--- src/rtl/dpd_pkg.sv ---
package dpd_pkg;
  typedef enum logic [2:0] {
    ST_C0, ST_SAVE, ST_WAIT, ST_PKG, ST_VRAMP, ST_RESET, ST_RESTORE
  } dpd_state_e;

  localparam logic [1:0] VC_MIN  = 2'b00;
  localparam logic [1:0] VC_LFM  = 2'b01;
  localparam logic [1:0] VC_NORM = 2'b10;

  localparam int NPIN = 4;
  localparam logic [2:0] LV_NONE = 3'd0;
  localparam logic [2:0] LV_STP  = 3'd1;
  localparam logic [2:0] LV_SLP  = 3'd2;
  localparam logic [2:0] LV_ALL  = 3'd4;

  // {legal, level}: legal when the asserted set is a prefix of the entry order
  function automatic logic [3:0] pin_level(input logic [NPIN-1:0] asrt);
    logic [3:0] r;
    r = 4'd0;
    for (int k = 0; k <= NPIN; k++) begin
      if (asrt == NPIN'((1 << k) - 1)) r = {1'b1, 3'(k)};
    end
    return r;
  endfunction

  function automatic logic step_ok(input logic [2:0] cur, input logic [2:0] nxt);
    return (nxt == cur) || (nxt == cur + 3'd1) || (cur == nxt + 3'd1);
  endfunction

  function automatic logic [1:0] vcode_of(input dpd_state_e s);
    case (s)
      ST_PKG:                         return VC_MIN;
      ST_VRAMP, ST_RESET, ST_RESTORE: return VC_LFM;
      default:                        return VC_NORM;
    endcase
  endfunction
endpackage

--- src/rtl/dpd_pin_track.sv ---
module dpd_pin_track
  import dpd_pkg::*;
(
  input  logic       clk,
  input  logic       rst_n,
  input  logic       stpclk_n,
  input  logic       slp_n,
  input  logic       dpslp_n,
  input  logic       dprst_n,
  output logic [2:0] lvl,
  output logic       pin_bad,
  output logic       proto_err
);
  logic [NPIN-1:0] asrt;
  logic [3:0]      lv_now;

  assign asrt    = ~{dprst_n, dpslp_n, slp_n, stpclk_n};
  assign lv_now  = pin_level(asrt);
  assign pin_bad = !lv_now[3] || !step_ok(lvl, lv_now[2:0]);

  always_ff @(posedge clk or negedge rst_n) begin
    if (!rst_n) begin
      lvl       <= LV_NONE;
      proto_err <= 1'b0;
    end else if (pin_bad) begin
      proto_err <= 1'b1;
    end else begin
      lvl <= lv_now[2:0];
    end
  end

  a_r3_err_sticky: assert property (@(posedge clk) disable iff (!rst_n)
    proto_err |=> proto_err);
  a_r3_hold_on_bad: assert property (@(posedge clk) disable iff (!rst_n)
    pin_bad |=> (lvl == $past(lvl)) && proto_err);
  a_r3_single_step: assert property (@(posedge clk) disable iff (!rst_n)
    (lvl != $past(lvl)) |-> (lvl == $past(lvl) + 3'd1 || lvl + 3'd1 == $past(lvl)));
endmodule

--- src/rtl/dpd_elig.sv ---
module dpd_elig #(
  parameter int NTHR = 2,
  parameter int WAYW = 4
) (
  input  logic [NTHR-1:0] thr_deep,
  input  logic [WAYW-1:0] l2_ways,
  output logic            elig
);
  logic [NTHR:0] chain;
  assign chain[0] = 1'b1;
  for (genvar g = 0; g < NTHR; g++) begin : g_and
    assign chain[g+1] = chain[g] & thr_deep[g];
  end
  assign elig = chain[NTHR] && (l2_ways == '0);
endmodule

--- src/rtl/dpd_thr_strobe.sv ---
module dpd_thr_strobe #(
  parameter int NTHR = 2,
  parameter int CW   = 3
) (
  input  logic            en,
  input  logic [CW-1:0]   idx,
  output logic [NTHR-1:0] stb
);
  for (genvar g = 0; g < NTHR; g++) begin : g_dec
    assign stb[g] = en && (idx == CW'(g));
  end
endmodule

--- src/rtl/pkg_dpd_seq.sv ---
module pkg_dpd_seq
  import dpd_pkg::*;
#(
  parameter int NTHR    = 2,
  parameter int WAYW    = 4,
  parameter int RST_CYC = 4
) (
  input  logic            clk,
  input  logic            rst_n,
  input  logic [NTHR-1:0] thr_deep,
  input  logic [WAYW-1:0] l2_ways,
  input  logic            stpclk_n,
  input  logic            slp_n,
  input  logic            dpslp_n,
  input  logic            dprst_n,
  output logic [1:0]      vcode,
  output logic            pll_en,
  output logic [NTHR-1:0] save_stb,
  output logic [NTHR-1:0] restore_stb,
  output logic            core_rst,
  output logic            snoop_ok,
  output logic            proto_err
);
  localparam int CMAX = (RST_CYC > NTHR) ? RST_CYC : NTHR;
  localparam int CW   = $clog2(CMAX + 1);

  dpd_state_e    st_q, st_d;
  logic [CW-1:0] cnt_q, cnt_d;
  logic [2:0]    lvl;
  logic          pin_bad;
  logic          elig;
  logic          save_en, rest_en;

  dpd_pin_track u_pins (
    .clk(clk), .rst_n(rst_n), .stpclk_n(stpclk_n), .slp_n(slp_n),
    .dpslp_n(dpslp_n), .dprst_n(dprst_n), .lvl(lvl), .pin_bad(pin_bad),
    .proto_err(proto_err)
  );

  dpd_elig #(.NTHR(NTHR), .WAYW(WAYW)) u_elig (
    .thr_deep(thr_deep), .l2_ways(l2_ways), .elig(elig)
  );

  assign save_en = (st_q == ST_SAVE) && elig;
  assign rest_en = (st_q == ST_RESTORE) && (cnt_q < CW'(NTHR));

  dpd_thr_strobe #(.NTHR(NTHR), .CW(CW)) u_save (
    .en(save_en), .idx(cnt_q), .stb(save_stb)
  );
  dpd_thr_strobe #(.NTHR(NTHR), .CW(CW)) u_rest (
    .en(rest_en), .idx(cnt_q), .stb(restore_stb)
  );

  always_comb begin
    st_d  = st_q;
    cnt_d = cnt_q;
    case (st_q)
      ST_C0: if (elig) begin
        st_d  = ST_SAVE;
        cnt_d = '0;
      end
      ST_SAVE: begin
        if (!elig) st_d = ST_C0;
        else if (cnt_q == CW'(NTHR - 1)) begin
          st_d  = ST_WAIT;
          cnt_d = '0;
        end else cnt_d = cnt_q + CW'(1);
      end
      ST_WAIT: begin
        if (lvl == LV_ALL) st_d = ST_PKG;
        else if (!elig)    st_d = ST_C0;
      end
      ST_PKG:   if (lvl <= LV_SLP) st_d = ST_VRAMP;
      ST_VRAMP: if (lvl <= LV_STP) begin
        st_d  = ST_RESET;
        cnt_d = '0;
      end
      ST_RESET: begin
        if (cnt_q == CW'(RST_CYC - 1)) begin
          st_d  = ST_RESTORE;
          cnt_d = '0;
        end else cnt_d = cnt_q + CW'(1);
      end
      ST_RESTORE: begin
        if (cnt_q < CW'(NTHR)) cnt_d = cnt_q + CW'(1);
        else if (lvl == LV_NONE) st_d = ST_C0;
      end
      default: st_d = ST_C0;
    endcase
  end

  always_ff @(posedge clk or negedge rst_n) begin
    if (!rst_n) begin
      st_q  <= ST_C0;
      cnt_q <= '0;
    end else begin
      st_q  <= st_d;
      cnt_q <= cnt_d;
    end
  end

  assign vcode    = vcode_of(st_q);
  assign pll_en   = (st_q != ST_PKG);
  assign core_rst = (st_q == ST_RESET);
  assign snoop_ok = !(st_q inside {ST_PKG, ST_VRAMP, ST_RESET});

  a_r1_entry_needs_elig: assert property (@(posedge clk) disable iff (!rst_n)
    (st_q == ST_SAVE && $past(st_q) == ST_C0) |-> $past(elig));
  a_r4_deep_after_dprst: assert property (@(posedge clk) disable iff (!rst_n)
    (st_q == ST_PKG && $past(st_q) != ST_PKG) |-> $past(lvl) == LV_ALL);
  a_r5_abort_before_dprst: assert property (@(posedge clk) disable iff (!rst_n)
    (st_q == ST_C0 && $past(st_q) == ST_WAIT) |-> $past(lvl) != LV_ALL);
  a_r6_pll_up_on_dpslp: assert property (@(posedge clk) disable iff (!rst_n)
    $rose(pll_en) |-> $past(lvl) <= LV_SLP);
  a_r7_restore_after_rst: assert property (@(posedge clk) disable iff (!rst_n)
    $rose(|restore_stb) |-> $past(core_rst));
  a_r7_restore_t0_first: assert property (@(posedge clk) disable iff (!rst_n)
    restore_stb[NTHR-1] |-> (NTHR == 1) || $past(restore_stb[0]));
  a_r9_quiet_while_rst: assert property (@(posedge clk) disable iff (!rst_n)
    core_rst |-> !snoop_ok);
endmodule

--- config.mk ---
export PLATFORM = sky130hd
export DESIGN_NAME = pkg_dpd_seq
export DESIGN_NICKNAME = d
export VERILOG_FILES = /design/src/rtl/dpd_pkg.sv /design/src/rtl/dpd_pin_track.sv /design/src/rtl/dpd_elig.sv /design/src/rtl/dpd_thr_strobe.sv /design/src/rtl/pkg_dpd_seq.sv
export SDC_FILE = /design/constraint.sdc
export NUM_CORES = 1
export LEC_CHECK = 0
export BUFFER_PORTS_ARGS = -buffer_cell sky130_fd_sc_hd__buf_2
export CAP_MARGIN = 20
export CORE_UTILIZATION = 45
export CTS_CLUSTER_DIAMETER = 40
export DETAILED_ROUTE_END_ITERATION = 7
export GPL_TIMING_DRIVEN = 0
export PLACE_DENSITY = 0.67
export SLEW_MARGIN = 20
export SYNTH_ARGS = -nofsm -noshare
export SYNTH_HDL_FRONTEND = slang
export SYNTH_SLANG_ARGS = --single-unit
export TNS_END_PERCENT = 50
--- constraint.sdc ---
create_clock -name clk -period 3.6 [get_ports clk]
set_input_delay 0.72 -clock clk [delete_from_list [all_inputs] [get_ports clk]]
set_output_delay 0.72 -clock clk [all_outputs]
set_load 0.005 [all_outputs]
Yosys cells after proc, flatten, opt, wreduce, memory -nomap -nowiden --
Cells that the tools add are included.
Storage, ports and cells: flip-flop bits (word level) 10, bits of input ports 12, output and inout bits 10, word-level logic and storage cells 86
Operators by class: add/subtract/negate cells 3, $lt $le $gt $ge 3, eq/ne operators 27, mux-type cells 24, bitwise gates (word level) 2, reductions and logical operators 23
Operators with widths (count):
- 3-bit two-way mux | 16
- 3-bit one-hot mux with 7 select lines | 1
- 4-bit two-way mux | 5
- 3-bit one-hot mux with 5 select lines | 1
- 3-bit equality test (second input constant) | 4
- 2-bit != test (second input constant) | 5
- 3-bit by 1-bit adder with 3-bit output (second input constant) | 3
- 3-bit by 2-bit equality test with 1-bit output (second input constant) | 3
- 3-bit equality test | 3
- 3-bit logical NOT | 3
- 4-bit logical NOT | 2
- 8-bit AND reduction | 1
- 1-bit logical AND | 7
- 3-bit by 1-bit equality test with 1-bit output (second input constant) | 2
- 2-bit by 1-bit != test with 1-bit output (second input constant) | 3
- 3-bit by 2-bit != test with 1-bit output (second input constant) | 2
- 5-bit AND reduction | 1
- 5-bit nonzero test | 1
- 4-bit by 1-bit equality test with 1-bit output (second input constant) | 1
- 4-bit by 2-bit equality test with 1-bit output (second input constant) | 1
- 4-bit by 3-bit equality test with 1-bit output (second input constant) | 1
- 4-bit equality test (second input constant) | 1
- 4-bit NOT | 1
- 2-bit one-hot mux with 2 select lines | 1
- other kinds (9) | 13

Logic depth before layout (Yosys ltp) --
depth after elaboration 12, mapped depth 8

Cells and area by module --
A second synthesis with hierarchy kept.
Unflattened totals: cells, all modules 148, area total of the unflattened synthesis 1244.9 µm²
By module, submodules not included:
- pkg_dpd_seq | instances 1, cells an instance 73, area each 614.3 µm², seq. area each 150.1 µm²
- dpd_pin_track | instances 1, cells an instance 69, area each 563.0 µm², seq. area each 100.1 µm²
- dpd_thr_strobe | instances 2, cells an instance 2, area each 27.5 µm², seq. area each 0.0 µm²
- dpd_elig | instances 1, cells an instance 2, area each 12.5 µm², seq. area each 0.0 µm²

Least setup slack after synthesis --
Ideal clock, no wire load.
kind input to output, start point input l2_ways[1], end point output save_stb[0], arrival time 1502 ps, data required time 2880 ps, slack 1378 ps, stages 4, buffers on the path 1, cells stage by stage nor4_1 and3_1 clkbuf_1 and4_1
On the way: word-level cells in the longest chain between the ends 4
RTL lines:
- from (decl) | line pkg_dpd_seq.sv:11 | input logic [WAYW-1:0] l2_ways,
- 4-bit logical NOT | line dpd_elig.sv:14 | assign elig = chain[NTHR] && (l2_ways == '0);
- 1-bit logical AND | line dpd_elig.sv:14
- 1-bit logical AND | line pkg_dpd_seq.sv:44 | assign save_en = (st_q == ST_SAVE) && elig;
- 1-bit logical AND | line dpd_thr_strobe.sv:10 | assign stb[g] = en && (idx == CW'(g));
- to (decl) | line pkg_dpd_seq.sv:18 | output logic [NTHR-1:0] save_stb,
No other way between the ends.

Worst setup path after layout --
Same ends and word-level chain as after synthesis.

==> metrics <==
status=finished clean; count of final hold-check violations=0; Seq cells post-synth=10; share of synthesized area spent on multiplexers=1.797%; clock insertion delay at the later pin of the skew report=0.26 ns; # IOs=22; count of cell types in the netlist=53; Post-Synthesis Mean Instance Area=7.891 um^2; die width=53.29 um; classification of the worst-slack hold path=primary input to asynchronous set/reset pin; Top FF cell, synth=dfrtp_1; number of synthesized flops with an enable pin=0; worst clock skew=0.004323 ns; via count=1168; nature of the critical path startpoint=primary input; hold buffer count at CTS=0; maximum ir drop on the vdd rail=0.3365 mV; RSZ-0062 raised after global routing=no; half-perimeter wire length after detailed placement=2.095 mm; stage delay of the slowest cell on the critical path=0.27 ns; final worst path period need=2.575 ns; total CTS buffers=3; DRT Wirelength=2.670 mm; antenna viol nets, final=0; clock tree from TritonCTS=built; buffers and inverters on the worst path=3; dominant combinational cell family by area after synthesis=simple AND/OR/NAND/NOR gates; cell family contributing the most delay on the critical path=simple AND/OR/NAND/NOR gates; commonest non-fill, non-tap cells in the layout=buf_2, nor2_1, inv_1; most repeated library cell on the critical path=buf_2; worst setup path category=primary input to output pin; H-tree depth=1; clk root buf=clkbuf_4; sum of overflow across all layers after global routing=0; weighted congestion reported at the end of routability-driven placement=0.8937; global-route wire length before repair=4.416 mm; number of buffers inserted by post-CTS setup repair=0; Peak Freq=388.4 MHz; Worst-path clk slew=0.07 ns; Setup crit end kind=output pin; gate count after technology mapping=150; clock tree sinks=10; first-pass iteration count of the detailed router=4; Die H=53.29 um; total of endpoints with negative setup slack in the final report=0; vias in the first global route=970; number of gates given a new drive strength after cts=0; number of DRC markers in iteration 0=38; Area Overhead vs Synth=14.69%; CORE AREA=2477 um^2; post-detailed-route DRC marker count=0; CP max FO=7; Starting Density=47.78%; Netlist Area Pre-Place=1184 um^2; total die area=2839 um^2; simple-gate share of the synthesized area=28.75%; Final Net Count=196; GRT Resource Usage Total=20.98%; Vias per Instance=5.725; series of cell instances along the critical path=buf_2 > nor4_1 > and3_1 > clkbuf_1 > and4_1 > buf_2; Pwr Density=390.7 nW/um^2; synthesized-area fraction occupied by ao, oa, aoi and oai cells=26.74%; most common cell after layout, fill and taps aside=buf_2; synth warn=0; syn_nets=171; antenna violations before repair=0; Row Count=18; CP max stage cell=clkbuf_1; Synth Area in XOR/XNOR=2.960%; number of buffers on the longest clock path=2; Least-Margin Pin Slew=0.5133 ns; core occupancy in the finished layout=54.80%; largest net degree at the start of global routing=11; fraction of registers with async set/reset=100.0%; layout cell share with drive strength beyond 1=20.69%; ratio of final minimum period to clock period=71.52%; Worst slew margin=65.55%; routed length per instance=13.09 um; number of inserted diodes=0; number of input and output port buffers inserted=20; max-cap viol count=0; register area share after synthesis=21.14%; static leakage power=0.6156 nW; area share of fa/ha/maj cells after synthesis=9.514%; count of final max-slew check failures=0; worst endpoint data arrival time=1.85 ns; required time of the critical path=2.88 ns; total negative slack=0 ns
cells in the mapped netlist, types with 2 or more instances:
cell type | n | area share (%)
nor2_1 | 15 | 4.8
inv_1 | 13 | 4.1
dfrtp_1 | 10 | 21
ha_1 | 9 | 9.5
o21ai_0 | 9 | 3.8
nor2b_1 | 8 | 4.2
a21oi_1 | 7 | 3.0
clkbuf_1 | 5 | 1.6
nand2_1 | 5 | 1.6
nor3_1 | 4 | 1.7
o31ai_1 | 4 | 2.5
and3_1 | 3 | 1.6
nand2b_1 | 3 | 1.6
xnor2_1 | 3 | 2.2
a31oi_1 | 2 | 1.1
and2_1 | 2 | 1.1
and3b_1 | 2 | 1.5
and4_1 | 2 | 1.5
buf_2 | 2 | 0.85
buf_6 | 2 | 1.9
nand3_1 | 2 | 0.85
nand4_1 | 2 | 1.1
nor4_1 | 2 | 1.1
o211a_1 | 2 | 1.7
o211ai_1 | 2 | 1.3
o21ai_1 | 2 | 0.85
o32ai_1 | 2 | 1.5
path summary, 6_finish.rpt:
check / slack [ns] / end / start / cells past startpoint
worst max register to register: 1.19 / u_pins.lvl[1] / u_pins.lvl[0] / 8
worst min-delay path: 0.30 / st_q[0] / rst_n / 1
min in group clk: 0.51 / u_pins.proto_err / u_pins.proto_err / 2
max in group asynchronous: 3.12 / cnt_q[0] / rst_n / 1
worst max-delay path: 1.03 / save_stb[0] / l2_ways[1] / 6
worst min register to register: 0.51 / u_pins.proto_err / u_pins.proto_err / 2
area by class of cell:
cell class | instances | area [um^2]
Buffer | 10 | 58.81
Clock buffer | 4 | 36.28
Fill cell | 247 | 1120
Inverter | 13 | 48.80
Multi-Input combinational cell | 117 | 825.8
Sequential cell | 10 | 250.2
Tap cell | 30 | 37.54
Timing Repair Buffer | 20 | 100.1
sequential cells by signal, indices dropped and copies added (netlist names):
register	flops
cnt_q	3
st_q	3
u_pins.lvl	3
u_pins.proto_err	1
cells by family after synthesis:
kind of cell,count (synthesis)
buffers and inverters,23
multiplexers,2
flip-flops,10
XOR/XNOR,4
AND/OR/NAND/NOR,57
AO/OA/AOI/OAI,45
adder cells (fa/ha/maj),9
through the flow:
| step | setup slack [ns] | hold WS (ns) | power (mW) | cell area (um^2) | cells |
|---|---|---|---|---|---|
| detailed placement | 1.023 | 0.4837 | 0.4315 | 1321 | 200 |
| global placement | 1.051 | 0.4818 | 0.4258 | 1321 | 200 |
| floorplan | 1.378 | 0.4244 | 0.3687 | 1184 | 150 |
| global route | 0.8706 | 0.2939 | 0.5824 | 1358 | 204 |
| finish | 1.025 | 0.2982 | 0.5303 | 1358 | 204 |
| CTS | 1.014 | 0.2940 | 0.5327 | 1358 | 204 |
power by group:
part / internal, mW / total, mW / switching [mW]
combinational: 0.115 / 0.280 / 0.164
sequential: 0.133 / 0.153 / 0.0197
clock: 0.0613 / 0.0978 / 0.0365
worst reg2reg max path, stage by stage (launching register included):
cell      delay (ns)
dfrtp_1         0.38
clkbuf_1        0.29
inv_1           0.16
ha_1            0.37
and3b_1         0.20
o211ai_2        0.15
a31oi_1         0.17
or3_4           0.39
o211a_1         0.21
metal layers:
| layer | vias up | GRT usage, % | wire (um) |
|---|---|---|---|
| met5 | - | 0 | 0 |
| met4 | 0 | 3.947 | 5 |
| met3 | 2 | 2.874 | 140 |
| met2 | 39 | 33.54 | 1249 |
| met1 | 526 | 29.66 | 1275 |
| li1 | 601 | - | - |
Note: power is estimated with default switching activity, not from simulation.
